$ cat config.mk
export PLATFORM = sky130hd
export DESIGN_NAME = step_atten_ctrl
export DESIGN_NICKNAME = d
export VERILOG_FILES = /design/src/rtl/satt_pkg.sv /design/src/rtl/satt_sync.sv /design/src/rtl/satt_edge_align.sv /design/src/rtl/satt_state_reg.sv /design/src/rtl/satt_timing_mon.sv /design/src/rtl/step_atten_ctrl.sv
export SDC_FILE = /design/constraint.sdc
export NUM_CORES = 1
export LEC_CHECK = 0
export ABC_AREA = 0
export BUFFER_PORTS_ARGS = -buffer_cell sky130_fd_sc_hd__buf_2
export CAP_MARGIN = 20
export CORE_MARGIN = 10
export CORE_UTILIZATION = 55
export CTS_CLUSTER_DIAMETER = 120
export DETAILED_ROUTE_END_ITERATION = 16
export PLACE_DENSITY = 0.82
export SETUP_SLACK_MARGIN = 0.4
export SKIP_LAST_GASP = 1
export SLEW_MARGIN = 20
export SYNTH_ARGS = -nofsm -noshare
export SYNTH_HDL_FRONTEND = slang
export SYNTH_SLANG_ARGS = --single-unit
$ cat constraint.sdc
create_clock -name clk -period 1.5 [get_ports clk]
set_input_delay 0.3 -clock clk [delete_from_list [all_inputs] [get_ports clk]]
set_output_delay 0.3 -clock clk [all_outputs]
set_load 0.05 [all_outputs]
$ cat src/rtl/satt_pkg.sv
package satt_pkg;

   typedef enum logic [1:0] {
      PU_8DB  = 2'b00,
      PU_16DB = 2'b01,
      PU_31DB = 2'b10,
      PU_PINS = 2'b11
   } pu_sel_e;

   // Preset attenuation in half-dB steps; PU_PINS is resolved by the caller.
   function automatic int unsigned preset_halfsteps(input pu_sel_e sel);
      case (sel)
         PU_8DB:  return 16;
         PU_16DB: return 32;
         PU_31DB: return 62;
         default: return 0;
      endcase
   endfunction

endpackage

$ cat src/rtl/satt_sync.sv
module satt_sync #(
   parameter int W      = 1,
   parameter int STAGES = 2
) (
   input  logic         clk,
   input  logic [W-1:0] d,
   output logic [W-1:0] q
);
   if (STAGES < 2) begin : g_bad_stages
      $error("satt_sync: STAGES must be at least 2");
   end

   logic [W-1:0] pipe [STAGES];

   always_ff @(posedge clk) pipe[0] <= d;

   for (genvar i = 1; i < STAGES; i++) begin : g_stage
      always_ff @(posedge clk) pipe[i] <= pipe[i-1];
   end

   assign q = pipe[STAGES-1];
endmodule

$ cat src/rtl/satt_edge_align.sv
module satt_edge_align #(
   parameter int W = 6
) (
   input  logic         clk,
   input  logic         le_s,
   input  logic [W-1:0] word_s,
   output logic         le_fall,
   output logic [W-1:0] word_cap
);
   logic         le_q;
   logic [W-1:0] word_q;

   // Delay line: the word one cycle older than the edge is the one seen with the strobe still high.
   always_ff @(posedge clk) begin
      le_q   <= le_s;
      word_q <= word_s;
   end

   assign le_fall  = le_q & ~le_s;
   assign word_cap = word_q;
endmodule

$ cat src/rtl/satt_state_reg.sv
module satt_state_reg
   import satt_pkg::*;
#(
   parameter int W = 6
) (
   input  logic         clk,
   input  logic         rst_n,
   input  logic         le_s,
   input  logic         le_fall,
   input  logic [W-1:0] word_s,
   input  logic [W-1:0] word_cap,
   input  logic [1:0]   sel_s,
   output logic [W-1:0] state
);
   localparam logic [W-1:0] CODE_8DB  = W'(preset_halfsteps(PU_8DB));
   localparam logic [W-1:0] CODE_16DB = W'(preset_halfsteps(PU_16DB));
   localparam logic [W-1:0] CODE_31DB = W'(preset_halfsteps(PU_31DB));

   logic         init_pend;
   logic [W-1:0] preset_val;
   logic [W-1:0] state_nx;

   always_comb begin
      case (pu_sel_e'(sel_s))
         PU_8DB:  preset_val = CODE_8DB;
         PU_16DB: preset_val = CODE_16DB;
         PU_31DB: preset_val = CODE_31DB;
         default: preset_val = word_s;
      endcase
   end

   always_comb begin
      state_nx = state;
      if (init_pend)    state_nx = le_s ? word_s : preset_val;
      else if (le_s)    state_nx = word_s;
      else if (le_fall) state_nx = word_cap;
   end

   always_ff @(posedge clk) begin
      if (!rst_n) begin
         state     <= '0;
         init_pend <= 1'b1;
      end else begin
         state     <= state_nx;
         init_pend <= 1'b0;
      end
   end

   a_r2_preset_8db: assert property (@(posedge clk) disable iff (!rst_n)
      (init_pend && !le_s && sel_s == 2'b00) |=> state == W'(16));
   a_r5_boot_direct: assert property (@(posedge clk) disable iff (!rst_n)
      (init_pend && le_s) |=> state == $past(word_s));
   a_r6_direct_follow: assert property (@(posedge clk) disable iff (!rst_n)
      (!init_pend && le_s) |=> state == $past(word_s));
   a_r7_latched_hold: assert property (@(posedge clk) disable iff (!rst_n)
      (!init_pend && !le_s && !le_fall) |=> $stable(state));
   a_r8_capture: assert property (@(posedge clk) disable iff (!rst_n)
      (!init_pend && le_fall) |=> state == $past(word_cap));
endmodule

$ cat src/rtl/satt_timing_mon.sv
module satt_timing_mon #(
   parameter int W           = 6,
   parameter int CYC_PER_WIN = 4
) (
   input  logic         clk,
   input  logic         rst_n,
   input  logic         le_s,
   input  logic [W-1:0] word_s,
   input  logic         viol_clr,
   output logic         viol
);
   localparam int CW = $clog2(CYC_PER_WIN + 1);
   localparam logic [CW-1:0] WIN = CW'(CYC_PER_WIN);

   logic          le_p;
   logic [W-1:0]  word_p;
   logic          armed;
   logic [CW-1:0] hi_cnt, quiet_cnt, hold_cnt;
   logic          chg, rise, fall;
   logic          short_pulse, setup_bad, hold_bad, any_bad;

   always_ff @(posedge clk) begin
      le_p   <= le_s;
      word_p <= word_s;
   end

   assign chg  = armed && (word_s != word_p);
   assign rise = armed && le_s && !le_p;
   assign fall = armed && !le_s && le_p;

   assign short_pulse = fall && (hi_cnt < WIN);
   assign setup_bad   = rise && (chg || quiet_cnt < WIN);
   assign hold_bad    = chg && (fall || hold_cnt != '0);
   assign any_bad     = short_pulse || setup_bad || hold_bad;

   always_ff @(posedge clk) begin
      if (!rst_n) begin
         armed     <= 1'b0;
         hi_cnt    <= '0;
         quiet_cnt <= WIN;
         hold_cnt  <= '0;
         viol      <= 1'b0;
      end else begin
         armed <= 1'b1;
         if (!le_s)             hi_cnt <= '0;
         else if (hi_cnt < WIN) hi_cnt <= hi_cnt + 1'b1;
         if (chg)                  quiet_cnt <= '0;
         else if (quiet_cnt < WIN) quiet_cnt <= quiet_cnt + 1'b1;
         if (fall)                 hold_cnt <= WIN;
         else if (hold_cnt != '0)  hold_cnt <= hold_cnt - 1'b1;
         if (any_bad)       viol <= 1'b1;
         else if (viol_clr) viol <= 1'b0;
      end
   end

   a_r10_short_pulse: assert property (@(posedge clk) disable iff (!rst_n)
      short_pulse |=> viol);
   a_r11_window: assert property (@(posedge clk) disable iff (!rst_n)
      (setup_bad || hold_bad) |=> viol);
   a_r12_sticky: assert property (@(posedge clk) disable iff (!rst_n)
      (viol && !viol_clr) |=> viol);
   a_r12_clear: assert property (@(posedge clk) disable iff (!rst_n)
      (viol_clr && !any_bad) |=> !viol);
endmodule

$ cat src/rtl/step_atten_ctrl.sv
module step_atten_ctrl #(
   parameter int WORD_W      = 6,
   parameter int SYNC_STAGES = 2,
   parameter int CYC_PER_WIN = 4,
   parameter bit CHECK_EN    = 1'b1
) (
   input  logic              clk,
   input  logic              rst_n,
   input  logic [WORD_W-1:0] ctrl_word,
   input  logic              latch_en,
   input  logic [1:0]        pwr_sel,
   input  logic              viol_clr,
   output logic [WORD_W-1:0] atten_state,
   output logic              timing_viol
);
   localparam int SYNC_W = WORD_W + 3;

   if (WORD_W < 6) begin : g_bad_width
      $error("step_atten_ctrl: WORD_W must hold the 31 dB preset");
   end
   if (CYC_PER_WIN < 1) begin : g_bad_win
      $error("step_atten_ctrl: CYC_PER_WIN must be at least 1");
   end

   logic [SYNC_W-1:0] raw_bus, sync_bus;
   logic              le_s;
   logic [1:0]        sel_s;
   logic [WORD_W-1:0] word_s, word_cap;
   logic              le_fall;

   assign raw_bus = {pwr_sel, latch_en, ctrl_word};
   assign {sel_s, le_s, word_s} = sync_bus;

   satt_sync #(.W(SYNC_W), .STAGES(SYNC_STAGES)) u_sync (
      .clk (clk),
      .d   (raw_bus),
      .q   (sync_bus)
   );

   satt_edge_align #(.W(WORD_W)) u_align (
      .clk      (clk),
      .le_s     (le_s),
      .word_s   (word_s),
      .le_fall  (le_fall),
      .word_cap (word_cap)
   );

   satt_state_reg #(.W(WORD_W)) u_state (
      .clk      (clk),
      .rst_n    (rst_n),
      .le_s     (le_s),
      .le_fall  (le_fall),
      .word_s   (word_s),
      .word_cap (word_cap),
      .sel_s    (sel_s),
      .state    (atten_state)
   );

   if (CHECK_EN) begin : g_mon
      satt_timing_mon #(.W(WORD_W), .CYC_PER_WIN(CYC_PER_WIN)) u_mon (
         .clk      (clk),
         .rst_n    (rst_n),
         .le_s     (le_s),
         .word_s   (word_s),
         .viol_clr (viol_clr),
         .viol     (timing_viol)
      );
   end else begin : g_no_mon
      assign timing_viol = 1'b0;
   end

   a_r1_reset_state: assert property (@(posedge clk)
      !rst_n |=> (atten_state == '0 && !timing_viol));
endmodule

==> summary by stage, run 1 <==
Synthesis
The cell type with the highest aggregate area in the netlist is dfxtp_1. When the netlist entered floorplanning its net count stood at 155. After Yosys synthesis, full adders, half adders and majority gates account for 6.71% of the synthesized area.

The most frequent cell after synthesis is dfxtp_1. After Yosys synthesis, XOR and XNOR cells account for 5.29% of the synthesized area. The portion of synthesized area spent on multiplexers is 5.62%. The synthesized netlist devotes 11.6% of its cell area to simple gates. After synthesis, flip-flops and latches occupy 57.7% of the total area. By area, the combinational part of the netlist is dominated by simple AND/OR/NAND/NOR gates. Among all flip-flop cells after synthesis, the most frequent one is dfxtp_1. In the synthesized netlist, the cells that appear most often are 43 x dfxtp_1, 12 x nor2_1, 9 x xor2_1. The number of warnings reported in the yosys synthesis log is 0. After synthesis, the largest area contributor takes up 57.7% of total cell area. For this run, asynchronously set or reset flops after synthesis account for 0%. The cell count after synthesis is 135. The synthesized netlist contains 31 unique library cells. By area the synthesized netlist is led by dfxtp_1 58%, ha_1 6.7%, xor2_1 5.3%. Summing the areas of all compound-gate instances in the mapped netlist gives 9.65% of the synthesized area. The synthesized flop and latch total is 43. The synthesized area per cell is 11.0 um^2. The number of enable flip-flop cells after synthesis is 0. The cell area that synthesis handed to floorplanning was 1490 um^2.

STA
The time the final worst path needs with I/O delays and setup is 1.21 ns. The fmax is 824 MHz. Setup violations remaining at the end of the flow were counted as 0. The number of failing hold endpoints at the final stage is 0.

Setup repair after global routing could not meet its margin everywhere. Adding up every negative setup slack in the final design gives 0 ns. After layout, the worst path uses 81.0% of the clock period.

For the final database, setup skew stands at 0.0129 ns. The relative max-transition margin is 74.4%. At the pin with the least slew margin, the transition time is 0.383 ns. The final-report max-slew violation count is 0.

Run status
The flow ran to the end, and the final reports show no timing, DRC or antenna violations.

GRT
The via count of the first global-routing pass was 978. The total routing usage reported by global routing is 10.8%. The met2 demand-to-capacity share in global routing is 18.1%. Global routing used 4.35% of the available met3 tracks. The busiest metal layer after global routing is met2. The initial antenna violation count came to 0. The fraction of met1 tracks used by global routing is 11.4%. The first global-routing pass estimated 4500 um of wire. The total congestion overflow is 0.

Entering global routing, the biggest net connects 14 pins.

Power and ir drop
The power density over the cells is 1320 nW/um^2. Sequential cells account for 49.9% of the total power. The leakage power summed over all cells is 0.843 nW. Cell internal power was estimated by the tool at 1.90 mW. The worst-case IR drop observed on VDD is 1.06 mV.

The clock network power share is 29.0%. Summed over all nets, the switching power comes to 0.720 mW. Net switching is 27.5% of the power. The portion of total power attributed to combinational logic is 21.0%.

Floorplanning
During I/O placement, the number of pins put on the boundary was 19. The initial standard-cell utilization of the core is 59.1%. The area of the die is 5190 um^2. The floorplan has 18 rows. The floorplan step set the die width to 72.1 um. Measured along the y axis, the die boundary spans 72.1 um. After floorplanning, the core was sized to cover 2520 um^2.

Route
In this run the remaining antenna-violating nets after routing total 0. The total via count in the routed design is 1056. The total iterations of the first detailed-routing run is 4. The aggregate routed wire length is 3250 um. After detailed routing, the number of vias per cell comes to 5.42.

The number of DRC violations after detailed-routing iteration 0 is 49. The residual DRC count is 0. In the final routed layout, each cell accounts on average for 16.7 um.

Setup path
For this design, the slowest cell found on the critical path is dfxtp_2. Data on the critical path arrives at its endpoint at 1.46 ns. The critical path is of the flip-flop to flip-flop type. The element type at the critical path end is a flip-flop. The start of the worst register-to-register path is g_mon.u_mon.word_p[5]. The data required time at the worst endpoint is 1.74 ns.

The category of the worst setup path launch point is a flip-flop. Traced cell by cell, the critical path runs through xor2_2, nor4_4, and2_1, o22ai_1. The stage delay of the slowest cell on the critical path is 0.36 ns.

Across all register-to-register paths, the minimum setup slack is 0.29 ns. The launch point of the worst path is g_mon.u_mon.word_p[5]. In this run the worst path has a maximum fanout of 2.

Clocking
The root buffer cell is clkbuf_4. The clock tree synthesis step divided the H-tree into 2 levels. In this run, CTS created clock tree buffers numbering 5. The number of clock sinks is 43. The clock latency on the worst-skew pair is 0.36 ns.

The clock transition at the registers of the reported paths is 0.12 ns. TritonCTS built the clock tree. The clock passes through at most 2 buffers.

Finish
The number of nets in the layout is 184. The area growth from synthesis to layout is 32.6%. Leaving out filler cells and counting taps, the final layout contains 195. The number of antenna repair diodes is 0.

In the final layout, the share of cells above drive strength 1 is 49.1%. The layout has 145 filler cells.

Min path
The launch point of the worst hold path is latch_en. The worst hold path belongs to the class input pin to flip-flop.

Placed design
Detailed placement finished with a half-perimeter wire length of 1870 um. The placer congestion estimate is 0.780. Buffers placed on the I/O ports in this run total 18. The number of placed instances, taps included, is 179.

Job
Across the run, the number of max-cap violations was 0.
[critical path: cells and delay by family (launching register included)]
family                    cells  cell delay, ns
xor gates and xnor gates      1            0.19
AOI/OAI and AO/OA             1            0.06
DFF                           1            0.36
and+or+nand+nor               2            0.50
[registers in the layout, indices dropped and copies added (netlist names)]
register / count
g_mon.u_mon.quiet_cnt: 3
g_mon.u_mon.hold_cnt: 3
u_state.state: 6
g_mon.u_mon.viol: 1
g_mon.u_mon.armed: 1
u_state.init_pend: 1
u_sync.pipe: 18
g_mon.u_mon.le_p: 1
g_mon.u_mon.word_p: 6
g_mon.u_mon.hi_cnt: 3
[layout make-up]
| type | instances | area [um^2] | area share [%] |
|---|---|---|---|
| Inverter | 8 | 32.5 | 1.64 |
| Tap cell | 30 | 37.5 | 1.90 |
| Sequential cell | 43 | 892 | 45.1 |
| Clock inverter | 2 | 35.0 | 1.77 |
| Clock buffer | 6 | 51.3 | 2.59 |
| Multi-Input combinational cell | 80 | 716 | 36.2 |
| Timing Repair Buffer | 26 | 214 | 10.8 |
[placed cells by master, fill, tap and decap left out, types with 4 or more instances in the layout]
cell type / n
dfxtp_1: 26
dfxtp_2: 13
buf_2: 11
nor2_1: 9
xor2_1: 7
buf_4: 7
buf_8: 6
mux2i_1: 5
ha_4: 5
clkbuf_4: 5
inv_2: 4
o21ai_0: 4
a21oi_1: 4
dfxtp_4: 4
[repair_timing]
item / in CTS / in global routing
setup endpoints to repair: 20 / 20
gates cloned: 0 / 0
hold buffers: 0 / 0
pin swaps: 12 / 13
setup buffers: 2 / 6
endpoints found under the hold margin: 0 / 0
gates resized for setup: 46 / 25
[final timing paths]
| path | end | depth (start not counted) |
|---|---|---|
| max | g_mon.u_mon.viol | 4 |
| min | u_sync.pipe[0][6] | 1 |
| max reg2reg | g_mon.u_mon.viol | 4 |
| min reg2reg | u_sync.pipe[0][17] | 0 |
[metal layers]
layer / vias up / share of wire, %
met1: 492 / 40
li1: 515 / -
met2: 34 / 50
met3: 15 / 6.3
met4: 0 / 4.2
met5: - / 0
[power groups by stage]
stage                     logic, mW  registers [mW]  clock network [mW]
after detailed placement      0.365            1.31                   0
final                         0.551            1.31               0.760
after global placement        0.344            1.31                   0
after floorplan               0.236            1.35                   0
after CTS                     0.485            1.30               0.755
after global routing          0.598            1.32               0.815
[stage by stage]
step	power [mW]	setup WS, ns	utilization (%)	hold slack, ns	area, um^2
5_1_grt	2.73	0.239	78.4	0.00454	1980
3_5_place_dp	1.68	0.218	63.4	0.313	1600
6_report	2.62	0.286	78.4	0.0355	1980
2_1_floorplan	1.59	0.399	-	0.310	1500
4_1_cts	2.54	0.272	72.9	0.0388	1840
3_3_place_gp	1.65	0.266	63.4	0.310	1600
[cell families after synthesis]
| group | count (synthesis) |
|---|---|
| AO/OA/AOI/OAI | 23 |
| XOR/XNOR | 9 |
| adder cells (fa/ha/maj) | 8 |
| buffers and inverters | 12 |
| flip-flops | 43 |
| multiplexers | 8 |
| AND/OR/NAND/NOR | 32 |
Power figures use the tool's default switching activity.
==> inputs of run 2 (changes only) <==
--- a/config.mk
+++ b/config.mk
@@ -5,7 +5,7 @@
 export SDC_FILE = /design/constraint.sdc
 export NUM_CORES = 1
 export LEC_CHECK = 0
-export ABC_AREA = 0
+export ABC_AREA = 1
 export BUFFER_PORTS_ARGS = -buffer_cell sky130_fd_sc_hd__buf_2
 export CAP_MARGIN = 20
 export CORE_MARGIN = 10
==> constraint.sdc (replaced) <==
create_clock -name clk -period 1.2 [get_ports clk]
set_input_delay 0.24 -clock clk [delete_from_list [all_inputs] [get_ports clk]]
set_output_delay 0.24 -clock clk [all_outputs]
set_load 0.05 [all_outputs]
==> run 2 against run 1 <==
  * The flow now finishes with violations (negative setup slack)
  * Core utilization up 2.4 points
  * Combinational power increased by 140%
  * Worst setup slack lost 0.30 ns
  * Hold slack gained 0.048 ns
  * Fmax is 0.31% lower
  * Register-to-register slack worse by 0.30 ns
  * Critical endpoint unchanged
==> summary by stage, run 2 <==
Run status
The run finished, with violations left. The checks that failed: negative setup slack.

Finish
The largest register by flop count is u_sync.pipe. The number of antenna diodes in the final layout is 0. The core occupancy in the finished layout is 80.8%. The final layout contains 248 nets.

The synthesis-to-layout area growth is 40.6%. The largest registers in the layout are u_sync.pipe: 18 flops, g_mon.u_mon.word_p: 6 flops, u_state.state: 6 flops. In the layout the commonest cells are 26 x nand2_1, 22 x dfxtp_2, 19 x dfxtp_1.

The register with the most flip-flops in the layout has 18 of them. The fraction of layout cells with a size suffix above 1 is 51.1%. The commonest non-fill, non-tap cell in the layout is nand2_1.

GRT
The via count of the first global-routing pass is 1365. For this run, the total global-route usage over all layers was measured as 13.8%. The first-pass GRT wire length is 5970 um. The total overflow left after global routing is 0. The maximum number of pins on one net before global-route repair is 14. The initial antenna violation count came to 0.

Route
The aggregate routed wire length is 3850 um. Summing over every cut layer, the via total after detailed routing is 1387. The final routed wire length divided by cell count is 14.8 um. For this run, design rule violations remaining after detail routing come to 0. The remaining antenna violation count after routing is 0. For this block, the initial DRC count from the detailed router was 82. The total iterations of the first detailed-routing run is 4. After detailed routing, the number of vias per cell comes to 5.33.

STA
The number of failing hold endpoints at the final stage is 0. At the pin with the least slew margin, the transition time is 0.249 ns. The final critical-path share of the clock period is 102%. Derived from the worst setup path, the maximum achievable clock frequency is 821 MHz.

The smallest clock period supported by the final layout is computed as 1.22 ns. The final-report max-slew violation count came to 0. The largest clock skew in the final design is 0.0217 ns.

Setup repair after global routing could not meet its margin everywhere. The relative max-transition margin is 83.2%. The tightest hold path in the finished design has a slack of 0.0832 ns. Setup violations remaining at the end of the flow were counted as 2. The final critical-path setup slack is -0.0181 ns.

Clocking
The clock transition at the registers of the reported paths is 0.14 ns. The tree is rooted in a clkbuf_4. The clock latency on the worst-skew pair is 0.38 ns. The clock buffer count from CTS is 5.

The H-tree was split into 2 levels. Counting every sink on the clock net gives 43. The clock tree from TritonCTS is yes. The maximum count of clock buffers along a single path is 2.

Floorplanning
The floorplan step set the die height to 73.4 um. 19 I/O pins were placed. The area of the core is 2730 um^2. The initial standard-cell utilization of the core is 57.4%. The area of the die is 5390 um^2.

The number of rows in the core area is 19. In this run the horizontal extent of the chip is 73.4 um.

Setup path
Counting cells, the worst reg-to-reg path comes to 9. Data arrives at the worst endpoint at 1.50 ns. The endpoint identified for the worst register-to-register timing path is g_mon.u_mon.viol. The startpoint identified for the worst register-to-register timing path is g_mon.u_mon.word_p[2]. The category of the worst setup path launch point is a flip-flop.

The worst setup path is of the flip-flop to flip-flop kind. Along the worst path, the maximum fanout reaches 3. The data required time at the worst endpoint is 1.48 ns.

Setup slack on the worst reg-to-reg path comes out at -0.02 ns. The element type at the critical path end is a flip-flop.

Placed design
Detailed placement ended at an HPWL of 2190 um. The placer congestion estimate is 0.786. The number of port buffers is 18.

The minimum setup slack after placement is -0.0451 ns.

Synthesis
In the synthesized netlist, the number of instances is 180. The most used flip-flop cell after synthesis is dfxtp_1. The fraction of post-synthesis cell area in the top cell type by area is 54.8%. Synthesis produced a netlist with a net count of 200. Of all flip-flops after synthesis, the portion carrying an async set or reset was 0%. In this run, distinct cell masters in the synthesized netlist total 21.

During synthesis, Yosys emitted a total of 0 warnings. The most frequent cell after synthesis is dfxtp_1. Counting flops and latches in the post-synthesis netlist gives 43. In the synthesized netlist, the cells that appear most often are 43 x dfxtp_1, 37 x nand2_1, 24 x inv_1. The synthesized netlist occupies a cell area of 1570 um^2. The share of the yosys chip area belonging to registers is 54.8%. Dividing the synthesized area by the synthesized cell count gives 8.72 um^2.

The number of enable flip-flop cells after synthesis is 0. In the post-synthesis netlist, the biggest area contributors are dfxtp_1 55%, nand2_1 8.8%, ha_1 6.4%. The cell type with the highest aggregate area in the netlist is dfxtp_1.

Min path
The class of the worst hold path is input pin to flip-flop. Counting instances, the worst hold path has a depth of 1. For hold timing, the worst endpoint is g_mon.u_mon.armed. The startpoint identified for the worst hold timing path is rst_n.

Job
The reported max-cap violation count is 0.

Power and ir drop
The leakage power summed over all cells is 1.02 nW. The maximum vdd ir drop is 1.99 mV. For this design the ratio of total power to cell area is 1660 nW/um^2. The overall power is 3.67 mW.
## run 2: cell types whose count changed after synthesis, sizes merged, moves of 3 or more
| cell | delta |
|---|---|
| nand2 | +33 |
| mux2i | -5 |
| mux2 | -3 |
| o21ai | +9 |
| nor2 | +4 |
| xor2 | -6 |
| a21oi | +8 |
| nand2b | -4 |
| inv | +20 |
| nand3 | +4 |
## run 2: layout make-up
| type | instances | area (um^2) |
|---|---|---|
| clock inverter | 2 | 12.5 |
| tap | 31 | 38.8 |
| multi-input combinational | 106 | 724 |
| clock buffer | 6 | 41.3 |
| sequential | 43 | 896 |
| timing repair buffer | 44 | 385 |
| inverter | 28 | 110 |
| fill | 153 | 526 |
## run 2: metrics by stage
stage          setup TNS (ns)  instance area (um^2)  cells
2_1_floorplan               0                  1630    180
3_3_place_gp                0                  1760    229
3_5_place_dp          -0.0454                  1760    229
4_1_cts                     0                  2090    256
5_1_grt                -0.444                  2210    260
6_report              -0.0230                  2210    260
## run 2: power breakdown
| group | switching [mW] | internal [mW] | total [mW] |
|---|---|---|---|
| logic | 0.636 | 0.675 | 1.31 |
| clock network | 0.462 | 0.226 | 0.688 |
| registers | 0.100 | 1.57 | 1.67 |
| total | 1.20 | 2.47 | 3.67 |
## run 2: worst max-delay path by stage
| stage | slack (ns) | cells past startpoint | from | end |
|---|---|---|---|---|
| global route | -0.13 | 8 | u_sync.pipe[0][17] | u_state.state[3] |
| finish | -0.02 | 9 | g_mon.u_mon.word_p[2] | g_mon.u_mon.viol |
| global placement | 0.01 | 8 | u_sync.pipe[0][17] | u_state.state[1] |
| floorplan | 0.11 | 8 | u_sync.pipe[0][17] | u_state.state[1] |
| detailed placement | -0.05 | 8 | u_sync.pipe[0][17] | u_state.state[1] |
| CTS | 0.004 | 8 | u_sync.pipe[0][17] | u_state.state[1] |
## run 2: logic make-up after synthesis
group	count (synthesis)	share of synthesized area (%)
xor+xnor	3	1.67
compound gates	34	12.4
flops	43	54.8
buf+inv	31	7.89
fa+ha+maj	8	6.37
simple gates	61	16.8
## run 2: critical path, stage by stage, from the launching register on
cell     delay [ns]
dfxtp_1        0.38
inv_1          0.09
nand2_1        0.06
nand2_1        0.06
nor2_2         0.14
nand3_4        0.12
nor2_1         0.10
nor2_1         0.04
nor2_1         0.11
nor2_1         0.06
## run 2: repair_timing
item / CTS / global route
resized for setup: 43 / 34
buffers inserted: 10 / 4
endpoints found under the hold margin: 9 / 0
setup endpoints to repair: 23 / 23
hold buffers: 9 / 0
pin swaps: 12 / 13
## run 2: metal layers
layer  vias up  global-route usage (%)  part of all wire [%]
li1        661                       -                     -
met1       638                    13.5                    36
met2        62                    24.8                    54
met3        26                    5.79                   6.9
met4         0                    5.59                   4.1
met5         -                       0                     0
